==> src/rtl/pc_latch_pkg.sv <==
package pc_latch_pkg;

  typedef enum logic [2:0] {
    SRC_HOLD  = 3'd0,
    SRC_ADV   = 3'd1,
    SRC_LOWWR = 3'd2,
    SRC_LOAD  = 3'd3,
    SRC_VEC   = 3'd4
  } pc_src_e;

  typedef enum logic [1:0] {
    REG_LOW   = 2'b00,
    REG_HIGH  = 2'b01,
    REG_UPPER = 2'b10,
    REG_NONE  = 2'b11
  } reg_sel_e;

endpackage

==> src/rtl/pc_next_sel.sv <==
module pc_next_sel
  import pc_latch_pkg::*;
#(
  parameter int ADDR_W = 21,
  parameter int BYTE_W = 8,
  parameter int STEP   = 2,
  parameter int VEC_HI = 8,
  parameter int VEC_LO = 24,
  localparam int UP_W  = ADDR_W - 2 * BYTE_W
) (
  input  logic [ADDR_W-1:0] cur_i,
  input  logic              adv_i,
  input  logic              jmp_i,
  input  logic [ADDR_W-1:0] jmp_tgt_i,
  input  logic              ret_i,
  input  logic [ADDR_W-1:0] ret_addr_i,
  input  logic              irq_i,
  input  logic              irq_hi_i,
  input  logic              low_wr_i,
  input  logic [BYTE_W-1:0] low_data_i,
  input  logic [BYTE_W-1:0] hold_hi_i,
  input  logic [UP_W-1:0]   hold_up_i,
  output logic [ADDR_W-1:0] nxt_o,
  output pc_src_e           src_o
);

  logic [ADDR_W-1:0] raw;
  logic [ADDR_W-1:0] composed;

  // Low-byte write merges staged latches with the written byte.
  assign composed = {hold_up_i, hold_hi_i, low_data_i};

  always_comb begin
    src_o = SRC_HOLD;
    raw   = cur_i;
    if (irq_i) begin
      src_o = SRC_VEC;
      raw   = irq_hi_i ? ADDR_W'(VEC_HI) : ADDR_W'(VEC_LO);
    end else if (jmp_i) begin
      src_o = SRC_LOAD;
      raw   = jmp_tgt_i;
    end else if (ret_i) begin
      src_o = SRC_LOAD;
      raw   = ret_addr_i;
    end else if (low_wr_i) begin
      src_o = SRC_LOWWR;
      raw   = composed;
    end else if (adv_i) begin
      src_o = SRC_ADV;
      raw   = cur_i + ADDR_W'(STEP);
    end
  end

  // Halfword alignment: bit 0 never set.
  assign nxt_o = {raw[ADDR_W-1:1], 1'b0};

endmodule

==> src/rtl/pc_hold_latches.sv <==
module pc_hold_latches #(
  parameter int BYTE_W = 8,
  parameter int UP_W   = 5
) (
  input  logic              clk,
  input  logic              rst_n,
  input  logic              wr_hi_i,
  input  logic              wr_up_i,
  input  logic [BYTE_W-1:0] wdata_i,
  input  logic              snap_i,
  input  logic [BYTE_W-1:0] snap_hi_i,
  input  logic [UP_W-1:0]   snap_up_i,
  output logic [BYTE_W-1:0] hold_hi_o,
  output logic [UP_W-1:0]   hold_up_o
);

  always_ff @(posedge clk or negedge rst_n) begin
    if (!rst_n) begin
      hold_hi_o <= '0;
    end else if (wr_hi_i) begin
      hold_hi_o <= wdata_i;
    end else if (snap_i) begin
      hold_hi_o <= snap_hi_i;
    end
  end

  always_ff @(posedge clk or negedge rst_n) begin
    if (!rst_n) begin
      hold_up_o <= '0;
    end else if (wr_up_i) begin
      hold_up_o <= wdata_i[UP_W-1:0];
    end else if (snap_i) begin
      hold_up_o <= snap_up_i;
    end
  end

endmodule

==> src/rtl/pc_readback.sv <==
module pc_readback
  import pc_latch_pkg::*;
#(
  parameter int BYTE_W = 8,
  parameter int UP_W   = 5
) (
  input  reg_sel_e          sel_i,
  input  logic [BYTE_W-1:0] pc_low_i,
  input  logic [BYTE_W-1:0] hold_hi_i,
  input  logic [UP_W-1:0]   hold_up_i,
  output logic [BYTE_W-1:0] rdata_o
);

  logic [BYTE_W-1:0] up_wide;

  generate
    if (UP_W < BYTE_W) begin : g_pad
      assign up_wide = {{(BYTE_W - UP_W){1'b0}}, hold_up_i};
    end else begin : g_full
      assign up_wide = hold_up_i[BYTE_W-1:0];
    end
  endgenerate

  always_comb begin
    unique case (sel_i)
      REG_LOW:   rdata_o = pc_low_i;
      REG_HIGH:  rdata_o = hold_hi_i;
      REG_UPPER: rdata_o = up_wide;
      default:   rdata_o = '0;
    endcase
  end

endmodule

==> src/rtl/pc_latched_upper.sv <==
module pc_latched_upper
  import pc_latch_pkg::*;
#(
  parameter int ADDR_W = 21,
  parameter int BYTE_W = 8,
  parameter int STEP   = 2,
  parameter int VEC_HI = 8,
  parameter int VEC_LO = 24
) (
  input  logic              clk,
  input  logic              rst_n,
  input  logic              adv_i,
  input  logic              jmp_load_i,
  input  logic [20:0]       jmp_target_i,
  input  logic              ret_load_i,
  input  logic [20:0]       ret_addr_i,
  input  logic              irq_ack_i,
  input  logic              irq_hi_i,
  input  logic [1:0]        reg_sel_i,
  input  logic              reg_wr_i,
  input  logic              reg_rd_i,
  input  logic [7:0]        reg_wdata_i,
  output logic [20:0]       fetch_addr_o,
  output logic [7:0]        reg_rdata_o
);

  localparam int UP_W = ADDR_W - 2 * BYTE_W;
  localparam int HI_L = BYTE_W;
  localparam int HI_H = 2 * BYTE_W - 1;

  reg_sel_e          sel;
  logic [ADDR_W-1:0] pc_q;
  logic [ADDR_W-1:0] pc_d;
  pc_src_e           src;
  logic [BYTE_W-1:0] hold_hi;
  logic [UP_W-1:0]   hold_up;
  logic              low_wr;
  logic              low_rd;

  assign sel    = reg_sel_e'(reg_sel_i);
  assign low_wr = reg_wr_i && (sel == REG_LOW);
  assign low_rd = reg_rd_i && (sel == REG_LOW);

  pc_next_sel #(
    .ADDR_W(ADDR_W), .BYTE_W(BYTE_W), .STEP(STEP),
    .VEC_HI(VEC_HI), .VEC_LO(VEC_LO)
  ) u_next (
    .cur_i      (pc_q),
    .adv_i      (adv_i),
    .jmp_i      (jmp_load_i),
    .jmp_tgt_i  (jmp_target_i),
    .ret_i      (ret_load_i),
    .ret_addr_i (ret_addr_i),
    .irq_i      (irq_ack_i),
    .irq_hi_i   (irq_hi_i),
    .low_wr_i   (low_wr),
    .low_data_i (reg_wdata_i),
    .hold_hi_i  (hold_hi),
    .hold_up_i  (hold_up),
    .nxt_o      (pc_d),
    .src_o      (src)
  );

  pc_hold_latches #(.BYTE_W(BYTE_W), .UP_W(UP_W)) u_hold (
    .clk       (clk),
    .rst_n     (rst_n),
    .wr_hi_i   (reg_wr_i && (sel == REG_HIGH)),
    .wr_up_i   (reg_wr_i && (sel == REG_UPPER)),
    .wdata_i   (reg_wdata_i),
    .snap_i    (low_rd),
    .snap_hi_i (pc_q[HI_H:HI_L]),
    .snap_up_i (pc_q[ADDR_W-1:HI_H+1]),
    .hold_hi_o (hold_hi),
    .hold_up_o (hold_up)
  );

  pc_readback #(.BYTE_W(BYTE_W), .UP_W(UP_W)) u_rb (
    .sel_i     (sel),
    .pc_low_i  (pc_q[BYTE_W-1:0]),
    .hold_hi_i (hold_hi),
    .hold_up_i (hold_up),
    .rdata_o   (reg_rdata_o)
  );

  always_ff @(posedge clk or negedge rst_n) begin
    if (!rst_n) begin
      pc_q <= '0;
    end else if (src != SRC_HOLD) begin
      pc_q <= pc_d;
    end
  end

  assign fetch_addr_o = pc_q;

endmodule

==> config.mk <==
export PLATFORM = sky130hd
export DESIGN_NAME = pc_latched_upper
export DESIGN_NICKNAME = d
export VERILOG_FILES = /design/src/rtl/pc_latch_pkg.sv /design/src/rtl/pc_next_sel.sv /design/src/rtl/pc_hold_latches.sv /design/src/rtl/pc_readback.sv /design/src/rtl/pc_latched_upper.sv
export SDC_FILE = /design/constraint.sdc
export NUM_CORES = 1
export LEC_CHECK = 0
export ABC_AREA = 1
export BUFFER_PORTS_ARGS = -buffer_cell sky130_fd_sc_hd__buf_2
export CELL_PAD_IN_SITES_DETAIL_PLACEMENT = 0
export CELL_PAD_IN_SITES_GLOBAL_PLACEMENT = 1
export CORE_MARGIN = 3
export CORE_UTILIZATION = 31
export DETAILED_ROUTE_END_ITERATION = 8
export PLACE_DENSITY_LB_ADDON = 0.1
export SLEW_MARGIN = 15
export SYNTH_ARGS = -nofsm -noshare
export SYNTH_HDL_FRONTEND = slang
export SYNTH_SLANG_ARGS = --single-unit
==> constraint.sdc <==
create_clock -name clk -period 1.4 [get_ports clk]
set_input_delay 0.14 -clock clk [delete_from_list [all_inputs] [get_ports clk]]
set_output_delay 0.14 -clock clk [all_outputs]
set_load 0.05 [all_outputs]
==> out/results.txt <==
Status: finished, violations left
Violated checks: negative setup slack
Setup crit end kind: output port
Clk_lat worst skew: 290 ps
Setup TNS: -86.5 ps
PortBufs: 86
Synth top area share: 0.319
Die ar.: 9480 µm²
Yosys reg bits: 33
Comb pwr share: 0.391
Synth-to-Final Area Change: 46.1%
Post-route ant nets: 0
Synthesis Warnings: 0
Fin. max-slew vios: 0
Vert. Die Dim: 97.4 µm
Die Wd: 97.4 µm
DR vias/cell: 4.97
Clock slew at reported path FFs: 70 ps
Worst vdd ir: 0.000318 V
Vias in the first global route: 3213
Syn Nets: 468
Sequential Power Share: 0.379
FF-to-FF Start: fetch_addr_o[2]$_DFFE_PN0P_
Most frequent cells in the layout: 120 x nand2_1, 79 x buf_2, 44 x inv_1
DP Area: 3480 µm²
Placement Setup Slack: -30.2 ps
Final period util: 1.02
GRT Overall Usage: 0.218
Final nets: 592
Crit Path Class: register to output port
Commonest non-fill, non-tap cell in the layout: nand2_1
Total core area: 7930 µm²
RR Endpoint: fetch_addr_o[19]$_DFFE_PN0P_
R2R depth: 10
Residual DRC: 0
Clock skew: 9.01 ps
Initial antenna violation count: 0
FP Rows: 32
Critical Path AT: 1290 ps
DPL Wire Length: 7870 µm
Clock share of power: 0.230
Wire per inst: 15.9 µm
Final setup margin: -30.0 ps
Number of diodes: 0
WHS Endpoint: fetch_addr_o[4]$_DFFE_PN0P_
Avg Cell Area, Syn: 6.38 µm²
Initial Utilization: 0.327
Post-synthesis sequential area ratio: 0.319
Hold Path Stages: 2
CTS tree: done
CTS max path bufs: 2
Max-Cap Viols: 0
Hold Crit Start: irq_hi_i
Final Hold Fails: 0
Proportion of layout cells with a drive suffix above 1: 0.377
Initial DRC Count: 184
CP startpoint kind: register
First-pass GRT wire length: 16600 µm
Setup violations, final: 5
Drt pass-1 iters: 5
RSZ-0062 raised after global routing: yes
Total CTS buffers: 5
WP data required: 1260 ps
Pwr dens: 847 nW/µm²
P_sw: 1320 µW
WHS: 50.7 ps
Synthesized instance count: 406
Root Buffer: clkbuf_8
Max FO, Critical Path: 5
Final instance area: 3780 µm²
Mapped Area: 2590 µm²
Via count: 3143
Sink Count: 33
GRT overflow: 0
Gpl congestion: 0.919
Int Power: 1880 µW
Largest net degree at the start of global routing: 20
Final WL: 10100 µm
Post-synth cell types: 32
Worst reg2reg setup slack: -20 ps
Largest cells by area after synthesis: dfrtp_1 32%, nand2_1 18%, o21ai_0 7.2%
Fmax: 699 MHz
Sw frac: 0.412
Leak pwr: 0.00187 µW
Final Critical Period: 1430 ps
I/O pin count: 90
Max H-tree Level: 2
Post-synth top area cell: dfrtp_1
Worst min path class: input port to register
registers in the layout (all words and copies together) (netlist names):
signal            cells
u_hold.hold_hi_o      8
u_hold.hold_up_o      5
fetch_addr_o         20
layout make-up:
| cell class | instances | area (µm²) |
|---|---|---|
| fill | 858 | 4150 |
| multi-input combinational | 307 | 1670 |
| timing repair buffer | 130 | 865 |
| sequential | 33 | 842 |
| inverter | 53 | 201 |
| tap | 102 | 128 |
| clock buffer | 8 | 80.1 |
metrics by stage:
| step | cells | util | power (µW) |
|---|---|---|---|
| after floorplan | 406 | - | 1920 |
| after global placement | 617 | 0.439 | 2370 |
| after detailed placement | 617 | 0.439 | 2380 |
| after CTS | 629 | 0.460 | 3180 |
| after global routing | 633 | 0.477 | 3390 |
| final | 633 | 0.477 | 3200 |
cell families after synthesis:
logic type      after synthesis  share of synthesized area
simple gates                223                      0.373
compound gates               81                      0.189
buf+inv                      66                      0.109
flops                        33                      0.319
xor+xnor                      1                    0.00338
fa+ha+maj                     1                    0.00483
other cells                   1                    0.00145
how the worst max path moves through the flow:
stage                                start  slack (ps)                            to  cells past startpoint
2_1_floorplan  fetch_addr_o[2]$_DFFE_PN0P_        -150  fetch_addr_o[17]$_DFFE_PN0P_                     10
3_3_place_gp   fetch_addr_o[2]$_DFFE_PN0P_         -10  fetch_addr_o[12]$_DFFE_PN0P_                      9
3_5_place_dp   fetch_addr_o[2]$_DFFE_PN0P_         -30  fetch_addr_o[18]$_DFFE_PN0P_                      9
4_1_cts        fetch_addr_o[3]$_DFFE_PN0P_         -20                reg_rdata_o[3]                      5
5_1_grt        fetch_addr_o[2]$_DFFE_PN0P_        -120  fetch_addr_o[13]$_DFFE_PN0P_                     10
6_report       fetch_addr_o[4]$_DFFE_PN0P_         -30                reg_rdata_o[4]                      4
Yosys cell counts (all sizes together):
| cell type | instances |
|---|---|
| o21bai | 2 |
| conb | 1 |
| nand2 | 130 |
| a21oi | 4 |
| or2 | 1 |
| a22o | 1 |
| nand3 | 33 |
| nand3b | 1 |
| o221ai | 8 |
| o22ai | 20 |
| nand4 | 4 |
| buf | 11 |
| nor3 | 3 |
| ha | 1 |
| xor2 | 1 |
| o31ai | 1 |
| o211ai | 1 |
| clkbuf | 2 |
| inv | 53 |
| dfrtp | 33 |
| nor2 | 51 |
| a22oi | 1 |
| o21ai | 43 |
power groups by stage:
stage	Sequential, µW	Clock (µW)	Combinational (µW)
after floorplan	1370	0	552
after global placement	1220	0	1150
after detailed placement	1230	0	1160
after CTS	1210	761	1210
after global routing	1230	797	1370
final	1210	738	1250
critical path: stages, from the launching register on:
cell and delay, ps:
dfrtp_2 440, inv_2 60, buf_6 120, o221ai_4 180, buf_6 190
layer usage:
metal	share of wire	GRT usage
met3	0.048	0.0431
met5	0	0
met4	0.015	0.0490
met1	0.46	0.286
met2	0.48	0.368
timing repair:
item | in CTS | in global routing
hold buffers | 1 | 0
pin swaps | 6 | 13
cloned | 0 | 0
setup buffers | 3 | 5
gates resized for setup | 16 | 34
endpoints found under the hold margin | 15 | 0
endpoints found under the setup margin | 11 | 25
Note: power is estimated with default switching activity, not from simulation.
